**src/rtl/adc_seq_pkg.sv**
```systemverilog
// Package: shared constants and the sequencer state type.
// Assumes a 32-bit control word with the field positions listed below.
package adc_seq_pkg;
    localparam int NSLOT  = 16;
    localparam int SLOT_W = 4;
    localparam logic [31:0] CTRL_RESET = 32'h0000_0700;

    localparam int B_EN     = 0;
    localparam int B_IE     = 1;
    localparam int B_SW     = 2;
    localparam int B_ONCE   = 3;
    localparam int B_ROUND  = 11;
    localparam int B_EXT_EN = 20;

    typedef enum logic [1:0] {
        ST_IDLE,
        ST_DELAY,
        ST_ISSUE,
        ST_WAIT
    } seq_state_t;
endpackage

```
**src/rtl/adc_trig_detect.sv**
```systemverilog
// Trigger selector and rising-edge detector.
// Selects one source by code and fires for one cycle on its rising edge
// while armed. Assumes the sources are already synchronous to clk.
module adc_trig_detect #(
    parameter int N_SRC = 16,
    parameter int SEL_W = 4
) (
    input  logic             clk,
    input  logic             rst_n,
    input  logic [N_SRC-1:0] src,
    input  logic [SEL_W-1:0] sel,
    input  logic             arm,
    output logic             fire
);
    logic cur;
    logic prev_q;

    assign cur = src[sel];

    // Remember the selected level of the previous cycle.
    always_ff @(posedge clk) begin
        if (!rst_n) prev_q <= 1'b0;
        else        prev_q <= cur;
    end

    assign fire = arm && cur && !prev_q;
endmodule

```
**src/rtl/adc_dly_timer.sv**
```systemverilog
// Trigger delay timer.
// Loads a count and decrements it once every DIV system clocks while run
// is high. Expired is high whenever the count is zero.
module adc_dly_timer #(
    parameter int CNT_W = 8,
    parameter int DIV   = 4
) (
    input  logic             clk,
    input  logic             rst_n,
    input  logic             load,
    input  logic             run,
    input  logic [CNT_W-1:0] dly,
    output logic             expired
);
    localparam int DIV_W = (DIV > 1) ? $clog2(DIV) : 1;
    localparam logic [DIV_W-1:0] DIV_LAST = DIV_W'(DIV - 1);

    logic [CNT_W-1:0] cnt_q;
    logic [DIV_W-1:0] div_q;

    // Count converter-clock periods down to zero.
    always_ff @(posedge clk) begin
        if (!rst_n) begin
            cnt_q <= '0;
            div_q <= '0;
        end else if (load) begin
            cnt_q <= dly;
            div_q <= '0;
        end else if (run && cnt_q != '0) begin
            if (div_q == DIV_LAST) begin
                div_q <= '0;
                cnt_q <= cnt_q - 1'b1;
            end else begin
                div_q <= div_q + 1'b1;
            end
        end
    end

    assign expired = (cnt_q == '0);
endmodule

```
**src/rtl/adc_result_store.sv**
```systemverilog
// Per-slot result registers with optional rounding to 10 MSBs.
// Rounding adds half an LSB of the kept width, saturates and clears the
// dropped bits. Assumes DATA_W is at least 11.
module adc_result_store #(
    parameter int DATA_W = 12,
    parameter int NSLOT  = 16,
    parameter int SLOT_W = 4
) (
    input  logic              clk,
    input  logic              rst_n,
    input  logic              wr_en,
    input  logic [SLOT_W-1:0] wr_slot,
    input  logic [DATA_W-1:0] raw,
    input  logic              round_en,
    input  logic [SLOT_W-1:0] rd_slot,
    output logic [DATA_W-1:0] rd_data
);
    localparam int KEEP = 10;
    localparam int DROP = DATA_W - KEEP;
    localparam logic [DATA_W:0] HALF = (DATA_W + 1)'(1) << (DROP - 1);

    logic [DATA_W:0]   sum;
    logic [DATA_W-1:0] sat;
    logic [DATA_W-1:0] rounded;
    logic [DATA_W-1:0] stored;
    logic [DATA_W-1:0] res_q [NSLOT];

    // Round, saturate and truncate the incoming sample.
    always_comb begin
        sum     = {1'b0, raw} + HALF;
        sat     = sum[DATA_W] ? {DATA_W{1'b1}} : sum[DATA_W-1:0];
        rounded = {sat[DATA_W-1:DROP], {DROP{1'b0}}};
        stored  = round_en ? rounded : raw;
    end

    for (genvar g = 0; g < NSLOT; g++) begin : g_slot
        // Capture the sample addressed to this slot.
        always_ff @(posedge clk) begin
            if (!rst_n)                                 res_q[g] <= '0;
            else if (wr_en && wr_slot == SLOT_W'(g))    res_q[g] <= stored;
        end
    end

    assign rd_data = res_q[rd_slot];
endmodule

```
**src/rtl/adc_loop_seq.sv**
```systemverilog
// Conversion loop sequencer top.
// Holds the control word and interrupt flag, launches loops from firmware
// or a delayed trigger edge, steps the slots and hands samples to the
// result store. Assumes one done strobe per start pulse.
module adc_loop_seq
    import adc_seq_pkg::*;
#(
    parameter int DATA_W = 12,
    parameter int N_TRIG = 16,
    parameter int CLK_DIV = 4,
    parameter int ADDR_W = 5
) (
    input  logic              clk,
    input  logic              rst_n,
    input  logic              reg_wr,
    input  logic [ADDR_W-1:0] reg_addr,
    input  logic [31:0]       reg_wdata,
    output logic [31:0]       reg_rdata,
    input  logic [N_TRIG-1:0] trig_in,
    output logic              conv_start,
    output logic [SLOT_W-1:0] conv_slot,
    input  logic              conv_done,
    input  logic [DATA_W-1:0] conv_data,
    output logic              irq
);
    localparam logic [ADDR_W-1:0] A_CTRL = ADDR_W'(NSLOT);
    localparam logic [ADDR_W-1:0] A_STAT = ADDR_W'(NSLOT + 1);
    localparam logic [ADDR_W-1:0] A_LAST_RES = ADDR_W'(NSLOT - 1);

    logic [31:0]       ctrl_q;
    logic              irq_q;
    seq_state_t        state_q;
    logic [SLOT_W-1:0] slot_q;

    logic              f_en, f_ie, f_sw, f_once, f_round, f_ext;
    logic [3:0]        f_max;
    logic [3:0]        f_sel;
    logic [7:0]        f_dly;

    logic              ctrl_wr;
    logic              stat_clr;
    logic              loop_end;
    logic              trig_fire;
    logic              trig_arm;
    logic              dly_expired;
    logic [DATA_W-1:0] rd_data;

    assign f_en    = ctrl_q[B_EN];
    assign f_ie    = ctrl_q[B_IE];
    assign f_sw    = ctrl_q[B_SW];
    assign f_once  = ctrl_q[B_ONCE];
    assign f_round = ctrl_q[B_ROUND];
    assign f_ext   = ctrl_q[B_EXT_EN];
    assign f_max   = ctrl_q[7:4];
    assign f_sel   = ctrl_q[19:16];
    assign f_dly   = ctrl_q[31:24];

    assign ctrl_wr  = reg_wr && (reg_addr == A_CTRL);
    assign stat_clr = reg_wr && (reg_addr == A_STAT) && reg_wdata[0];
    assign loop_end = f_en && (state_q == ST_WAIT) && conv_done && (slot_q == f_max);
    assign trig_arm = f_en && f_ext && !f_sw && (state_q == ST_IDLE);

    adc_trig_detect #(
        .N_SRC(N_TRIG),
        .SEL_W(4)
    ) u_trig (
        .clk  (clk),
        .rst_n(rst_n),
        .src  (trig_in),
        .sel  (f_sel),
        .arm  (trig_arm),
        .fire (trig_fire)
    );

    adc_dly_timer #(
        .CNT_W(8),
        .DIV  (CLK_DIV)
    ) u_dly (
        .clk    (clk),
        .rst_n  (rst_n),
        .load   (trig_fire),
        .run    (state_q == ST_DELAY),
        .dly    (f_dly),
        .expired(dly_expired)
    );

    adc_result_store #(
        .DATA_W(DATA_W),
        .NSLOT (NSLOT),
        .SLOT_W(SLOT_W)
    ) u_res (
        .clk     (clk),
        .rst_n   (rst_n),
        .wr_en   (f_en && state_q == ST_WAIT && conv_done),
        .wr_slot (slot_q),
        .raw     (conv_data),
        .round_en(f_round),
        .rd_slot (reg_addr[SLOT_W-1:0]),
        .rd_data (rd_data)
    );

    // Control word: software write wins, else hardware clears the start bit.
    always_ff @(posedge clk) begin
        if (!rst_n)        ctrl_q <= CTRL_RESET;
        else if (ctrl_wr)  ctrl_q <= reg_wdata;
        else if (loop_end) ctrl_q[B_SW] <= 1'b0;
    end

    // Sticky interrupt flag: setting at loop end wins over a clear.
    always_ff @(posedge clk) begin
        if (!rst_n)                irq_q <= 1'b0;
        else if (loop_end && f_ie) irq_q <= 1'b1;
        else if (stat_clr)         irq_q <= 1'b0;
    end

    // Loop state machine: launch, delay, issue per slot, wait for done.
    always_ff @(posedge clk) begin
        if (!rst_n || !f_en) begin
            state_q <= ST_IDLE;
            slot_q  <= '0;
        end else begin
            case (state_q)
                ST_IDLE: begin
                    slot_q <= '0;
                    if (f_sw)           state_q <= ST_ISSUE;
                    else if (trig_fire) state_q <= ST_DELAY;
                end
                ST_DELAY: begin
                    if (dly_expired) state_q <= ST_ISSUE;
                end
                ST_ISSUE: state_q <= ST_WAIT;
                ST_WAIT: begin
                    if (conv_done) begin
                        if (slot_q == f_max) begin
                            slot_q  <= '0;
                            state_q <= f_once ? ST_IDLE : ST_ISSUE;
                        end else begin
                            slot_q  <= slot_q + 1'b1;
                            state_q <= ST_ISSUE;
                        end
                    end
                end
                default: state_q <= ST_IDLE;
            endcase
        end
    end

    // Register read multiplexer.
    always_comb begin
        if (reg_addr == A_CTRL)           reg_rdata = ctrl_q;
        else if (reg_addr == A_STAT)      reg_rdata = {31'b0, irq_q};
        else if (reg_addr <= A_LAST_RES)  reg_rdata = 32'(rd_data);
        else                              reg_rdata = '0;
    end

    assign conv_start = f_en && (state_q == ST_ISSUE);
    assign conv_slot  = slot_q;
    assign irq        = irq_q;
endmodule

```
**config.mk**
```make
export PLATFORM = sky130hd
export DESIGN_NAME = adc_loop_seq
export DESIGN_NICKNAME = d
export VERILOG_FILES = /design/src/rtl/adc_seq_pkg.sv /design/src/rtl/adc_trig_detect.sv /design/src/rtl/adc_dly_timer.sv /design/src/rtl/adc_result_store.sv /design/src/rtl/adc_loop_seq.sv
export SDC_FILE = /design/constraint.sdc
export NUM_CORES = 1
export LEC_CHECK = 0
export ABC_AREA = 1
export CAP_MARGIN = 5
export CELL_PAD_IN_SITES_DETAIL_PLACEMENT = 0
export CELL_PAD_IN_SITES_GLOBAL_PLACEMENT = 1
export CORE_MARGIN = 1
export CORE_UTILIZATION = 45
export DETAILED_ROUTE_END_ITERATION = 7
export GPL_ROUTABILITY_DRIVEN = 0
export MAX_ROUTING_LAYER = met4
export PLACE_DENSITY = 0.83
export SLEW_MARGIN = 20
export SYNTH_ARGS = -nofsm -noshare
export SYNTH_HDL_FRONTEND = slang
export SYNTH_SLANG_ARGS = --single-unit
```
**constraint.sdc**
```tcl
create_clock -name clk -period 6.3 [get_ports clk]
set_clock_uncertainty 0.15 [all_clocks]
set_input_delay 1.26 -clock clk [delete_from_list [all_inputs] [get_ports clk]]
set_output_delay 1.26 -clock clk [all_outputs]
set_load 0.005 [all_outputs]
```
==> qor.yml <==
dieArea_sq_mm: 0.0267
ys_warn_count: 0
final_nets: 1491
worstMarginPinSlew_ns: 1.05
syn_area_per_cell_sq_um: 8.85
dp_hpwl_um: 21800
sw_frac_of_total_pct: 23.1
finalCritPeriodShare_pct: 88.6
max_clock_freq_ghz: 0.179
async_flop_share_pct: 0
power_frac_clock_pct: 42.5
status: "finished, final reports clean"
critPathKind: "in -> out"
rsz0062_at_grt: "false"
max_cap_violations: 0
pwr-share-comb_pct: 7.8
numCtsBuffers: 27
cts_tree: "built"
core_sq_mm: 0.0254
mappedNetlistArea_sq_mm: 0.0117
cp_cell_sequence: "clkdlybuf4s50_1, clkinv_1, nand2_2, buf_4, o21ai_0, o21ai_0, nand2_1, nand2_1, o211ai_1, nand3_1, clkdlybuf4s50_1"
seqPwrFrac_pct: 49.7
portBuffers: 106
critPathTopFamily: "buffers and inverters"
setup_violations: 0
slowest_stage: "clkdlybuf4s50_1"
firstDrtPassIters: 6
drt_wl_total_um: 31700
slew_violations: 0
p_per_area_mw_per_mm2: 262
worst_hold_slack_ns: 0.306
clock-root-buffer: "clkbuf_16"
intPower_mw: 2.79
ys_seq_area_share_pct: 57.7
hold_buffers: 0
worst_ep_required_time_ns: 4.89
max_slew_margin_pct: 29.9
row_count: 58
worstSkewPairLatency_ns: 0.53
pin_count: 107
h-tree-depth: 1
fin_crit_ns: 5.58
syn_nets: 1403
ys_seq_elements: 242
synth-edff-count: 192
die_width_um: 163
start_kind: "input port"
clk_pin_slew_ns: 0.06
crit_fanout: 22
drc: 0
cts_setup_buffers: 0
grt-ovfl-total: 0
die_y_um: 163
ir_drop_v: 0.000190
syn_to_final_growth_pct: 18.1
p_leak_nw: 5.58
final_cell_mix: "nand2_1 (299), nor2_1 (228), edfxtp_1 (192)"
synth_cell_types: 40
first_global_vias: 9205
final_common_cell: "nand2_1"
initial_core_util_pct: 46.2
num_vias: 9372
hp-class: "reg -> reg"
cp_num_buf_inv: 4
antenna_found_initial: 0
diodes: 0
grt_max_degree: 54
viasPerCell: 5.31
cts_buffer_depth: 3
synth-main-ff-cell: "edfxtp_1"
track_usage_pct: 25.0
wire_per_inst_um: 17.9
clock_sinks: 242
postRouteAntennaNets: 0
slowest_delay_ns: 0.58
netlist_instances: 1326
grt_pass1_wl_um: 49700
drive_above_1_share_pct: 7.80
worst_setup_path_end_kind: "output port"
post_cts_resized: 0
worstPathArrival_ns: 4.17
setup_tns_ns: 0
drt_iter0_drc: 867
power.switching_mw: 0.840
finalHoldViolCount: 0
final timing paths:
path,startpoint,to,slack [ns],depth (start not counted)
min,ctrl_q[15],ctrl_q[15],0.31,2
max reg2reg,state_q[1],u_res.res_q[10][6],3.93,10
min reg2reg,ctrl_q[15],ctrl_q[15],0.31,2
max,reg_addr[1],reg_rdata[0],0.72,11
state kept, by name (all words and copies together), names as in the netlist:
register       flops
state_q            2
u_res.res_q      192
irq                1
u_dly.cnt_q        8
u_trig.prev_q      1
u_dly.div_q        2
ctrl_q            32
conv_slot          4
layout make-up:
cell class / instances / area [sq um]
Fill cell: 2297 / 11500
Clock buffer: 30 / 687
Inverter: 170 / 638
Sequential cell: 242 / 6770
Tap cell: 330 / 413
Timing Repair Buffer: 122 / 1170
Multi-Input combinational cell: 851 / 4000
Clock inverter: 20 / 174
Yosys cell counts (3+ instances only):
cell	instances	share of area, %
dfxtp_1	50	8.5
buf_6	9	0.86
nand2_1	299	9.6
xor2_1	12	0.90
nand3_1	86	3.7
o211ai_1	32	2.0
clkbuf_1	36	1.2
buf_2	12	0.51
nand4_1	6	0.32
nor2_1	228	7.3
clkinv_1	4	0.13
buf_1	5	0.16
o221ai_1	19	1.4
edfxtp_1	192	49
nand3_2	4	0.34
o21ai_0	56	2.4
a21oi_1	54	2.3
ha_1	8	0.85
inv_1	145	4.6
inv_2	21	0.67
o22ai_1	3	0.16
nor2_2	21	1.1
stage by stage:
stage | utilization [%] | area, sq um | setup WS [ns] | instances | power, mW
floorplan | - | 11700 | 2.47 | 1326 | 1.99
global placement | 51.1 | 13000 | 0.777 | 1715 | 2.12
detailed placement | 51.1 | 13000 | 0.793 | 1715 | 2.12
CTS | 54.5 | 13900 | 0.748 | 1765 | 3.65
global route | 54.5 | 13900 | 0.494 | 1765 | 3.74
finish | 54.5 | 13900 | 0.720 | 1765 | 3.63
cell families (layout without fill, tap and decap cells):
| kind of cell | after synthesis | count (layout) | synth area share (%) |
|---|---|---|---|
| AO/OA/AOI/OAI | 173 | 173 | 8.93 |
| XOR/XNOR | 12 | 12 | 0.896 |
| adder cells (fa/ha/maj) | 8 | 8 | 0.853 |
| buffers and inverters | 233 | 342 | 8.19 |
| flip-flops | 242 | 242 | 57.7 |
| multiplexers | 1 | 1 | 0.0853 |
| AND/OR/NAND/NOR | 657 | 657 | 23.4 |
metal layers:
layer / GRT usage (%) / share of wire (%) / vias to the layer above
met5: - / 0 / -
met3: 4.01 / 8.3 / 63
li1: - / - / 4532
met2: 41.1 / 48 / 408
met1: 31.9 / 41 / 4369
met4: 7.28 / 2.8 / 0
worst reg2reg max path, stage by stage (launching register included):
cell and delay (ns):
dfxtp_1 0.45, nand2_1 0.12, nor2_2 0.10, inv_2 0.06
nor2_2 0.16, inv_2 0.09, nor2_2 0.22, nand2_1 0.12
nor2_1 0.40, inv_2 0.19, nor2_1 0.17
power by group through the flow:
stage / registers (mW) / logic (mW) / clock network, mW
5_1_grt: 1.81 / 0.308 / 1.62
3_5_place_dp: 1.84 / 0.282 / 0
4_1_cts: 1.80 / 0.284 / 1.57
6_report: 1.80 / 0.282 / 1.54
2_1_floorplan: 1.83 / 0.159 / 0
3_3_place_gp: 1.84 / 0.280 / 0
No activity file was read; power rests on OpenSTA's default activity.
